File: src/rtl/ptalloc_pkg.sv
`timescale 1ns/1ps
// Package: shared helpers for the product-term steering block.
// Assumes macrocells are grouped evenly and each group owns an equal term slice.
package ptalloc_pkg;

    // Window start for a macrocell: group base plus a spread offset so the
    // last macrocell of a group reaches the last term of the group's slice.
    function automatic int win_base(input int mc, input int grp, input int tpg, input int win);
        int g;
        int j;
        g = mc / grp;
        j = mc % grp;
        return g * tpg + (j * (tpg - win)) / (grp - 1);
    endfunction

endpackage

File: src/rtl/ptalloc_cfg.sv
`timescale 1ns/1ps
// Module: ptalloc_cfg
// Holds one term mask and one enable select per macrocell.
// Written one entry per clock; assumed static while the logic is in use.
module ptalloc_cfg #(
    parameter int N_MC = 16,
    parameter int WIN  = 16,
    localparam int AW  = $clog2(N_MC)
) (
    input  logic                      clk,
    input  logic                      rst_n,
    input  logic                      we,
    input  logic [AW-1:0]             addr,
    input  logic [WIN-1:0]            mask_in,
    input  logic                      sel_in,
    output logic [N_MC-1:0][WIN-1:0]  mask_q,
    output logic [N_MC-1:0]           sel_q
);

    // Store the addressed entry on a write; clear everything on reset.
    always_ff @(posedge clk) begin
        if (!rst_n) begin
            mask_q <= '0;
            sel_q  <= '0;
        end else if (we) begin
            mask_q[addr] <= mask_in;
            sel_q[addr]  <= sel_in;
        end
    end

    // a write lands in the addressed entry
    a_r2_write_lands: assert property (@(posedge clk) disable iff (!rst_n)
        we |=> (mask_q[$past(addr)] == $past(mask_in)) && (sel_q[$past(addr)] == $past(sel_in)));

    // without a write strobe the store does not move
    a_r3_hold_idle: assert property (@(posedge clk) disable iff (!rst_n)
        !we |=> $stable(mask_q) && $stable(sel_q));

endmodule

File: src/rtl/ptalloc_sum.sv
`timescale 1ns/1ps
// Module: ptalloc_sum
// One macrocell OR gate over a window of candidate terms gated by a mask.
// Fixed depth: a WIN-wide AND followed by a WIN-wide OR for every mask value.
module ptalloc_sum #(
    parameter int WIN = 16
) (
    input  logic [WIN-1:0] terms,
    input  logic [WIN-1:0] mask,
    output logic           sum
);

    // Gate each candidate by its mask bit and OR the results.
    always_comb begin
        sum = |(terms & mask);
    end

endmodule

File: src/rtl/ptalloc_oe.sv
`timescale 1ns/1ps
// Module: ptalloc_oe
// Per-macrocell output-enable choice. The upper half picks from terms 0/1,
// the lower half from terms 2/3. Assumes an even macrocell count.
module ptalloc_oe #(
    parameter int N_MC = 16,
    localparam int HALF = N_MC / 2
) (
    input  logic [3:0]       oe_pt,
    input  logic [N_MC-1:0]  sel,
    output logic [N_MC-1:0]  oe
);

    for (genvar i = 0; i < N_MC; i++) begin : g_oe
        localparam int PAIR = (i < HALF) ? 0 : 2;
        // Select one term of this half's pair.
        always_comb begin
            oe[i] = sel[i] ? oe_pt[PAIR+1] : oe_pt[PAIR];
        end
    end

endmodule

File: src/rtl/ptalloc_block.sv
`timescale 1ns/1ps
// Module: ptalloc_block (top)
// Steers general product terms into per-macrocell sums through overlapping
// windows inside groups of macrocells, chooses output enables per half, and
// passes the block preset/clear terms through. Sum path is combinational.
module ptalloc_block #(
    parameter int N_MC = 16,
    parameter int N_PT = 80,
    parameter int WIN  = 16,
    parameter int GRP  = 4,
    localparam int AW   = $clog2(N_MC),
    localparam int NGRP = N_MC / GRP,
    localparam int TPG  = N_PT / NGRP,
    localparam int HALF = N_MC / 2
) (
    input  logic              clk,
    input  logic              rst_n,
    input  logic              cfg_we,
    input  logic [AW-1:0]     cfg_addr,
    input  logic [WIN-1:0]    cfg_mask,
    input  logic              cfg_oe_sel,
    input  logic [N_PT-1:0]   gp_pt,
    input  logic [3:0]        oe_pt,
    input  logic [1:0]        sr_pt,
    output logic [N_MC-1:0]   mc_sum,
    output logic [N_MC-1:0]   mc_oe,
    output logic              blk_preset,
    output logic              blk_clear
);

    import ptalloc_pkg::*;

    logic [N_MC-1:0][WIN-1:0] mask_q;
    logic [N_MC-1:0]          sel_q;

    ptalloc_cfg #(.N_MC(N_MC), .WIN(WIN)) u_cfg (
        .clk     (clk),
        .rst_n   (rst_n),
        .we      (cfg_we),
        .addr    (cfg_addr),
        .mask_in (cfg_mask),
        .sel_in  (cfg_oe_sel),
        .mask_q  (mask_q),
        .sel_q   (sel_q)
    );

    for (genvar m = 0; m < N_MC; m++) begin : g_mc
        localparam int BASE = win_base(m, GRP, TPG, WIN);
        ptalloc_sum #(.WIN(WIN)) u_sum (
            .terms (gp_pt[BASE +: WIN]),
            .mask  (mask_q[m]),
            .sum   (mc_sum[m])
        );

        // an empty mask yields a constant zero
        a_r4_empty_mask_zero: assert property (@(posedge clk) disable iff (!rst_n)
            (mask_q[m] == '0) |-> !mc_sum[m]);

        // any selected term with all terms high gives a one
        a_r10_full_terms_one: assert property (@(posedge clk) disable iff (!rst_n)
            ((&gp_pt) && (mask_q[m] != '0)) |-> mc_sum[m]);
    end

    ptalloc_oe #(.N_MC(N_MC)) u_oe (
        .oe_pt (oe_pt),
        .sel   (sel_q),
        .oe    (mc_oe)
    );

    // Block preset and clear come straight from their dedicated terms.
    always_comb begin
        blk_preset = sr_pt[0];
        blk_clear  = sr_pt[1];
    end

    // the upper half is silent when its pair is low
    a_r7_upper_isolated: assert property (@(posedge clk) disable iff (!rst_n)
        (oe_pt[1:0] == 2'b00) |-> (mc_oe[HALF-1:0] == '0));

    // the lower half is silent when its pair is low
    a_r7_lower_isolated: assert property (@(posedge clk) disable iff (!rst_n)
        (oe_pt[3:2] == 2'b00) |-> (mc_oe[N_MC-1:HALF] == '0));

endmodule

File: config.mk
export PLATFORM = sky130hd
export DESIGN_NAME = ptalloc_block
export DESIGN_NICKNAME = d
export VERILOG_FILES = /design/src/rtl/ptalloc_pkg.sv /design/src/rtl/ptalloc_cfg.sv /design/src/rtl/ptalloc_sum.sv /design/src/rtl/ptalloc_oe.sv /design/src/rtl/ptalloc_block.sv
export SDC_FILE = /design/constraint.sdc
export NUM_CORES = 1
export LEC_CHECK = 0
export CAP_MARGIN = 0
export CORE_MARGIN = 5
export CORE_UTILIZATION = 50
export CTS_CLUSTER_SIZE = 16
export DETAILED_ROUTE_END_ITERATION = 6
export DONT_BUFFER_PORTS = 1
export SLEW_MARGIN = 25
export SYNTH_ARGS = -nofsm -noshare
export SYNTH_HDL_FRONTEND = slang
export SYNTH_SLANG_ARGS = --single-unit
File: constraint.sdc
create_clock -name clk -period 1.6 [get_ports clk]
set_input_delay 0.32 -clock clk [delete_from_list [all_inputs] [get_ports clk]]
set_output_delay 0.32 -clock clk [all_outputs]
set_load 0.01 [all_outputs]
==> metrics.txt <==
status finished with violations; failing checks negative setup slack; Worst slew margin 63.8%; Final Net Count 1399; drt wl/cell 23.4 um; Clock Pin Slew Worst Setup and Hold Paths around 0.06 ns; worst slack at placement 0.143 ns; Mapped Nets between 1000 and 1500; Cell Pwr Density 990 nW/um^2; Max-Cap Viols 0; sw frac 21.9%; Initial Util 51.1%; Pwr Total 0.0151 W; Final period util 118%; Syn. warnings 0; WHS ~0.038 ns; worst-margin pin slew 0.542 ns; number of iterations in the first detailed-routing pass 5; Synth Area per Inst 10.4 um^2; Worst Hold Launch cfg_we; worst r2r path cells 3; Startpoint Class flop; register bit count reported by yosys 272; port buffer count 0; die area 26300 um^2; HPWL Detailed about 21000 um; final hold vios 0; CP required 1.28 ns; CP Max Fanout 2; Post-Syn Instances 1116; fmax 529 MHz; peak supply drop 0.683 mV; fill count roughly 1800; Seq pwr share between 40% and 50%; 1st-iter DRT viols ~700; clock latency on the worst-skew pair 0.55 ns; final setup margin -0.289 ns; largest net degree at the start of global routing 228; Post-synth EDFFs 0; endpoints failing setup 16; proportion of power drawn by the clock network 49.2%; max-slew violations 0; Top Ports 144; area grow syn2layout 31.8%; CTS Buffer Depth 3; Post-CTS Setup Bufs 0; GP Congestion 0.809; Primary FF master, synth dfxtp_1; global route overflow 0; synthesized cell area 11600 um^2; Core Area between 20000 and 25000 um^2; CTS root buffer clkbuf_16; final WL 37400 um; Logic pwr share 5.1%; CTS tree done; initial antenna violation count 0; Rows 55; Worst EP arrival 1.57 ns; # DRC 0; post-layout util 67.3%; Cell Int Power between 0.01 and 0.015 W; vias in the first global route 9829; Die Y 162 um; Design Area, Final about 15000 um^2; Worst Hold End u_cfg.sel_q[12]; Via density 5.95; hold path cells 2; WS Path Type reg -> out; synth unique cells 31; r2r startpoint u_cfg.mask_q[107]; Hold WC Path Type in -> reg; Leakage 5.57 nW; P_sw 0.00332 W; Via Count 9497; RSZ-0062 raised after global routing true; sequential element share of the synthesized area 47.0%; Chip Width ~160 um; Setup Skew 0 ns; CP Capture Type output port; Routed Antenna Nets 0; global-route wire length before repair 58100 um; clk sinks 272; Post-synth ARST share 0%; Register-to-Register Setup Slack about 0.4 ns; share of layout cells above drive strength 1 15.8%; minimum clock period between 1.5 and 2 ns; CTS H-Tree Depth 1; post-placement cell area roughly 12000 um^2; Num CTS Buffers 29; Total GRT Usage 28.2%; RR Endpoint u_cfg.mask_q[107]; n_diodes 0
## power by group through the flow
stage                     clock, W  combinational [W]  sequential [W]
after floorplan                  0           0.000607         0.00704
after global placement           0           0.000645         0.00706
after detailed placement         0           0.000650         0.00706
after CTS                  0.00751           0.000765         0.00692
after global routing       0.00781           0.000819         0.00693
final                      0.00744           0.000776         0.00692
## layout make-up
cell class / count / area, um^2 / area share, %
Clock buffer: 39 / 843 / 5.52
Clock inverter: 15 / 229 / 1.50
Multi-Input combinational cell: 746 / 5910 / 38.7
Sequential cell: 272 / 5480 / 35.9
Tap cell: 285 / 357 / 2.33
Timing Repair Buffer: 240 / 2460 / 16.1
## worst max path at each step
stage                       from           endpoint  slack, ns  cells after the start
3_5_place_dp           gp_pt[45]         mc_sum[11]       0.14                      3
5_1_grt        u_cfg.mask_q[133]          mc_sum[8]      -0.33                      3
3_3_place_gp           gp_pt[45]         mc_sum[11]       0.15                      3
4_1_cts        u_cfg.mask_q[230]         mc_sum[14]      -0.27                      3
6_report       u_cfg.mask_q[133]          mc_sum[8]      -0.29                      3
2_1_floorplan        cfg_addr[1]  u_cfg.mask_q[165]       0.23                      6
## Yosys cell counts, types with 2 or more instances
cell type | n | area share, %
buf_4 | 24 | 1.6
buf_1 | 7 | 0.23
mux2i_1 | 272 | 23
nor3b_2 | 2 | 0.22
and4b_1 | 2 | 0.17
nor2_8 | 2 | 0.35
nand2_4 | 2 | 0.19
a22o_1 | 64 | 4.8
buf_6 | 18 | 1.7
a221oi_1 | 64 | 4.8
clkbuf_1 | 32 | 1.0
nor2_4 | 2 | 0.19
nand2_2 | 2 | 0.11
nand2_1 | 289 | 9.4
nor3_2 | 2 | 0.17
nand4_1 | 18 | 0.97
dfxtp_1 | 272 | 47
mux2_2 | 16 | 1.6
buf_12 | 3 | 0.52
buf_2 | 12 | 0.52
## repair_timing
item,in CTS,in global routing
resized for setup,74,23
pin swaps,20,11
hold buffers,211,0
setup endpoints to repair,21,25
endpoints found under the hold margin,271,0
## kinds of logic (layout without fill, tap and decap cells)
| group | Yosys count | in the layout | share of synthesized area [%] |
|---|---|---|---|
| simple gates | 330 | 330 | 12.6 |
| mux | 288 | 288 | 25.0 |
| flops | 272 | 272 | 47.0 |
| compound gates | 128 | 128 | 9.67 |
| buf+inv | 98 | 294 | 5.79 |
## sequential cells by signal (all words and copies together), names as in the netlist
signal	cells
u_cfg.mask_q	256
u_cfg.sel_q	16
## critical path, cell delays in order (launching register included)
cell	delay, ns
dfxtp_2	0.32
a22o_1	0.24
a221oi_2	0.21
nand4_1	0.26
## layer usage
| layer | up-vias | track usage [%] | part of all wire [%] |
|---|---|---|---|
| met3 | 74 | 6.65 | 8.4 |
| met2 | 328 | 45.3 | 46 |
| li1 | 4333 | - | - |
| met1 | 4762 | 38.3 | 43 |
| met5 | - | 0 | 0 |
| met4 | 0 | 7.42 | 2.7 |
## cells in the final DEF, fill, tap and decap left out, types with 3 or more instances in the layout
cell,Yosys,final
mux2_2,16,9
a221oi_1,64,3
clkbuf_8,0,8
clkbuf_16,0,29
mux2_4,0,7
buf_4,24,20
buf_12,3,9
bufinv_16,0,6
nand2_1,289,289
clkinv_2,0,8
dfxtp_1,272,243
nand4_1,18,18
mux2i_1,272,272
dfxtp_2,0,29
a221oi_2,0,61
a22o_1,64,64
dlygate4sd3_1,0,210
## through the flow
step                      setup TNS (ns)  cells
final                              -3.78   1597
after floorplan                        0   1116
after detailed placement               0   1332
after global routing               -4.80   1597
after CTS                          -3.85   1597
after global placement                 0   1332
(Power assumes the default switching activity.)
